[src/rtl/dbi_pkg.sv]
package dbi_pkg;

    // Default geometry of the data path
    localparam int LANE_W_DEF  = 16;
    localparam int LANE_N_DEF  = 4;

    // Electrical level of an inversion flag line (active low)
    typedef enum logic {
        FLAG_ASSERTED = 1'b0,
        FLAG_IDLE     = 1'b1
    } flag_lvl_e;

endpackage

[src/rtl/dbi_lane_enc.sv]
module dbi_lane_enc
    import dbi_pkg::*;
#(
    parameter  int LANE_W = LANE_W_DEF,
    localparam int CNT_W  = $clog2(LANE_W + 1),
    localparam int HALF   = LANE_W / 2
) (
    input  logic [LANE_W-1:0] data_i,
    output logic [LANE_W-1:0] bus_o,
    output logic              flag_n_o
);

    logic [CNT_W-1:0] low_cnt;
    logic             do_inv;

    // Logical ones are the lines that would sit electrically low
    always_comb begin
        low_cnt = '0;
        for (int i = 0; i < LANE_W; i++) begin
            low_cnt = low_cnt + CNT_W'(data_i[i]);
        end
    end

    // Strictly more than half: a tie stays uninverted
    assign do_inv   = (int'(low_cnt) > HALF);
    assign bus_o    = do_inv ? data_i : ~data_i;
    assign flag_n_o = do_inv ? logic'(FLAG_ASSERTED) : logic'(FLAG_IDLE);

endmodule

[src/rtl/dbi_lane_dec.sv]
module dbi_lane_dec
    import dbi_pkg::*;
#(
    parameter int LANE_W = LANE_W_DEF
) (
    input  logic [LANE_W-1:0] bus_i,
    input  logic              flag_n_i,
    output logic [LANE_W-1:0] data_o
);

    logic lane_inverted;

    assign lane_inverted = (flag_n_i == logic'(FLAG_ASSERTED));
    // An inverted lane already carries logical levels; otherwise undo active-low
    assign data_o = lane_inverted ? bus_i : ~bus_i;

endmodule

[src/rtl/dbi_out_stage.sv]
module dbi_out_stage
    import dbi_pkg::*;
#(
    parameter int  DATA_W  = LANE_W_DEF * LANE_N_DEF,
    parameter int  FLAG_W  = LANE_N_DEF,
    parameter bit  REG_OUT = 1'b1
) (
    input  logic              clk,
    input  logic              rst_n,
    input  logic              valid_i,
    input  logic [DATA_W-1:0] bus_i,
    input  logic [FLAG_W-1:0] flag_n_i,
    output logic              valid_o,
    output logic [DATA_W-1:0] bus_o,
    output logic [FLAG_W-1:0] flag_n_o
);

    generate
        if (REG_OUT) begin : g_reg
            // Idle pattern: no line pulled low, no flag asserted
            always_ff @(posedge clk or negedge rst_n) begin
                if (!rst_n) begin
                    valid_o  <= 1'b0;
                    bus_o    <= '1;
                    flag_n_o <= {FLAG_W{logic'(FLAG_IDLE)}};
                end else begin
                    valid_o  <= valid_i;
                    bus_o    <= bus_i;
                    flag_n_o <= flag_n_i;
                end
            end
        end else begin : g_comb
            assign valid_o  = valid_i;
            assign bus_o    = bus_i;
            assign flag_n_o = flag_n_i;
        end
    endgenerate

endmodule

[src/rtl/dbi_codec.sv]
module dbi_codec
    import dbi_pkg::*;
#(
    parameter  int LANE_W  = LANE_W_DEF,
    parameter  int LANE_N  = LANE_N_DEF,
    parameter  bit REG_OUT = 1'b1,
    localparam int DATA_W  = LANE_W * LANE_N
) (
    input  logic              clk,
    input  logic              rst_n,
    input  logic              tx_valid_i,
    input  logic [DATA_W-1:0] tx_data_i,
    output logic [DATA_W-1:0] tx_bus_o,
    output logic [LANE_N-1:0] tx_flag_n_o,
    output logic              tx_valid_o,
    input  logic [DATA_W-1:0] rx_bus_i,
    input  logic [LANE_N-1:0] rx_flag_n_i,
    output logic [DATA_W-1:0] rx_data_o
);

    logic [DATA_W-1:0] enc_bus;
    logic [LANE_N-1:0] enc_flag_n;

    generate
        for (genvar g = 0; g < LANE_N; g++) begin : g_lane
            dbi_lane_enc #(.LANE_W(LANE_W)) u_enc (
                .data_i   (tx_data_i[g*LANE_W +: LANE_W]),
                .bus_o    (enc_bus[g*LANE_W +: LANE_W]),
                .flag_n_o (enc_flag_n[g])
            );

            dbi_lane_dec #(.LANE_W(LANE_W)) u_dec (
                .bus_i    (rx_bus_i[g*LANE_W +: LANE_W]),
                .flag_n_i (rx_flag_n_i[g]),
                .data_o   (rx_data_o[g*LANE_W +: LANE_W])
            );
        end
    endgenerate

    dbi_out_stage #(
        .DATA_W  (DATA_W),
        .FLAG_W  (LANE_N),
        .REG_OUT (REG_OUT)
    ) u_out (
        .clk      (clk),
        .rst_n    (rst_n),
        .valid_i  (tx_valid_i),
        .bus_i    (enc_bus),
        .flag_n_i (enc_flag_n),
        .valid_o  (tx_valid_o),
        .bus_o    (tx_bus_o),
        .flag_n_o (tx_flag_n_o)
    );

endmodule

[config.mk]
export PLATFORM = sky130hd
export DESIGN_NAME = dbi_codec
export DESIGN_NICKNAME = d
export VERILOG_FILES = /design/src/rtl/dbi_pkg.sv /design/src/rtl/dbi_lane_enc.sv /design/src/rtl/dbi_lane_dec.sv /design/src/rtl/dbi_out_stage.sv /design/src/rtl/dbi_codec.sv
export SDC_FILE = /design/constraint.sdc
export NUM_CORES = 1
export LEC_CHECK = 0
export ABC_AREA = 1
export BUFFER_PORTS_ARGS = -buffer_cell sky130_fd_sc_hd__clkbuf_2
export CORE_ASPECT_RATIO = 1.1
export CORE_MARGIN = 2
export CORE_UTILIZATION = 42
export CTS_CLUSTER_DIAMETER = 200
export DETAILED_ROUTE_END_ITERATION = 7
export PLACE_DENSITY_LB_ADDON = 0.25
export SYNTH_ARGS = -nofsm -noshare
export SYNTH_HDL_FRONTEND = slang
export SYNTH_SLANG_ARGS = --single-unit
export TNS_END_PERCENT = 30
[constraint.sdc]
create_clock -name clk -period 0.8 [get_ports clk]
set_clock_uncertainty 0.15 [all_clocks]
set_input_delay 0 -clock clk [delete_from_list [all_inputs] [get_ports clk]]
set_output_delay 0 -clock clk [all_outputs]
set_load 0.005 [all_outputs]
==> results.yml <==
setup_path:
  crit_type: "in -> reg"
  critPathCaptureType: "flip-flop"
  cp.required_ps: 920
  arrival_ps: 3880
  cp-start-kind: "primary input"
  crit_path_max_fanout: 5
  critical_path.startpoint: "tx_data_i[49]"
global_route:
  grt_pass1_vias: 5204
  grt_first_pass_wirelength_um: 24480
  grt_max_degree: 30
  grt_overflow: 0
  grt_use_total_pct: 24.30
  antenna_found_initial: 0
timing:
  final_hold_viol_count: 21
  final.setup.worst_slack_ps: -2955
  max_freq_ghz: 0.2663
  fin_crit_ps: 3755
  fin_tns_setup_ps: -215090
  drv_slew: 0
  tightest_slew_ps: 393.6
  slew_headroom_pct: 73.66
  rsz0062_at_grt: "true"
  finalCritPeriodShare_pct: 469.3
  finalSetupViolCount: 137
  whs_ps: -292.4
placed_design:
  port_buffers: 267
  post-place-ws_ps: -3269
  dpl.hpwl_um: 12260
  dpl_cell_area_sq_um: 6917
  place_congestion: 0.9047
logic_synthesis:
  synth-edff-count: 0
  yosysMostFrequentCell: "nand2_1"
  synthTopCellsByCount: "nand2_1, inv_1, dfstp_2, xor2_1, nand3_1"
  yosysSeqAreaShare_pct: 35.79
  yosysWarnings: 0
  synth_area_sq_um: 5062
  postSynthCellCount: 568
  postSynthAreaPerCell_sq_um: 8.913
  synth-main-ff-cell: "dfstp_2"
  yosysTopAreaCell: "dfstp_2"
  ys_ff_latch: 69
  synthArstFlopShare_pct: 100.0
  yosysUniqueCellTypes: 22
  synth.top_cell.area_share_pct: 35.29
  syn-num-nets: 763
  synthTopCellsByArea: "dfstp_2, fa_1, nand2_1, xor2_1, inv_1"
die:
  rows: 42
  die_y_um: 119.1
  die_width_um: 108.7
  core_sq_um: 11880
  start_util_pct: 42.63
  io_pins: 268
  dieArea_sq_um: 12950
detailed_routing:
  drt_iter0_drc: 334
  vias: 5146
  wl_per_cell_um: 14.93
  drc: 0
  vias_per_cell: 4.738
  drtPass1Iterations: 7
  routed_wl_um: 16210
  antenna_left: 0
clock_network:
  cts_num_sinks: 69
  clock_path_buffers: 2
  cts_tree: "done"
  cts_made_buffers: 9
  clk_pin_slew_worst_paths_ps: 60
  htreeDepth: 3
  cts_root_buffer: "clkbuf_16"
status:
  status: "finished with violations"
  violations: "hold timing, setup timing"
finish:
  final_nets: 1122
  stdcell_area_sq_um: 8367
  drive_gt1_share_pct: 51.82
  area_growth_pct: 65.27
  fin_util_pct: 70.45
  diodes: 0
power:
  total_leakage_power_uw: 0.004617
  ir_worst_vdd_uv: 2036
  power_density_nw_per_um2: 3700
worst_hold_path:
  hold_path.class: "in -> reg"
  holdCritStartpoint: "tx_data_i[34]"
job:
  maxCapViolations: 0
## path summary, 6_finish.rpt
path / endpoint / depth (start not counted)
max: u_out.bus_o[62] / 14
min: u_out.bus_o[34] / 3
max in group asynchronous: u_out.bus_o[23] / 3
min in group asynchronous: u_out.flag_n_o[0] / 2
## worst max-delay path: stages
cell and delay, ps:
buf_8 100, ha_4 250, inv_2 30, fa_1 490, fa_1 440, fa_1 540
fa_1 440, fa_2 370, fa_2 530, nand4_1 150, nand3_4 190, clkbuf_16 180
nand3_1 70, nand2_1 80
## stage by stage
| step | instances | total power [uW] |
|---|---|---|
| 2_1_floorplan | 568 | 16720 |
| 3_3_place_gp | 1012 | 21760 |
| 3_5_place_dp | 1012 | 22400 |
| 4_1_cts | 1079 | 28620 |
| 5_1_grt | 1086 | 33210 |
| 6_report | 1086 | 30950 |
## cell type report
class,instances,area [sq um]
clock buffers,10,239.0
multi-input cells,372,3033
fillers,848,3510
flip-flops and latches,69,1812
clock inverters,6,110.1
repair buffers,366,2571
inverters,109,409.1
well taps,154,192.7
## flip-flops by register name, summed over array words and instances, names as in the netlist
register	cells
u_out.flag_n_o	4
u_out.bus_o	64
u_out.valid_o	1
## report_power, final
| part | switching, uW | leakage [uW] | total [uW] | internal [uW] |
|---|---|---|---|---|
| clock | 1470 | 0.000165 | 4590 | 3120 |
| combinational | 10300 | 0.00373 | 19000 | 8690 |
| sequential | 691 | 0.000726 | 7360 | 6670 |
## logic make-up after synthesis
logic type | Yosys count | share of synthesized area, %
compound gates | 5 | 0.7167
xor+xnor | 64 | 11.07
fa+ha+maj | 60 | 20.76
buf+inv | 129 | 10.60
flops | 69 | 35.79
simple gates | 241 | 21.06
## what timing repair did
item,CTS,global route
resized for setup,47,93
hold buffers,46,3
pin swaps,19,15
endpoints found under the setup margin,137,147
cloned,2,2
hold endpoints to repair,134,24
setup buffers,3,4
## placed cells by master, fill, tap and decap left out, types with 9 or more instances in the layout
| master | count |
|---|---|
| nand2_1 | 127 |
| inv_1 | 102 |
| nand2_2 | 28 |
| dlygate4sd3_1 | 47 |
| dfstp_2 | 68 |
| clkbuf_2 | 237 |
| nand3_1 | 43 |
| buf_12 | 9 |
| nand3_2 | 21 |
| fa_1 | 33 |
| buf_4 | 31 |
| buf_6 | 29 |
| clkbuf_16 | 10 |
| ha_1 | 16 |
| xor2_1 | 62 |
## routing by layer
layer	part of all wire, %	track usage [%]
met5	0	0
met4	3.6	10.66
met3	7.1	4.050
met2	54	44.38
met1	35	27.26
Note: power is estimated with default switching activity, not from simulation.
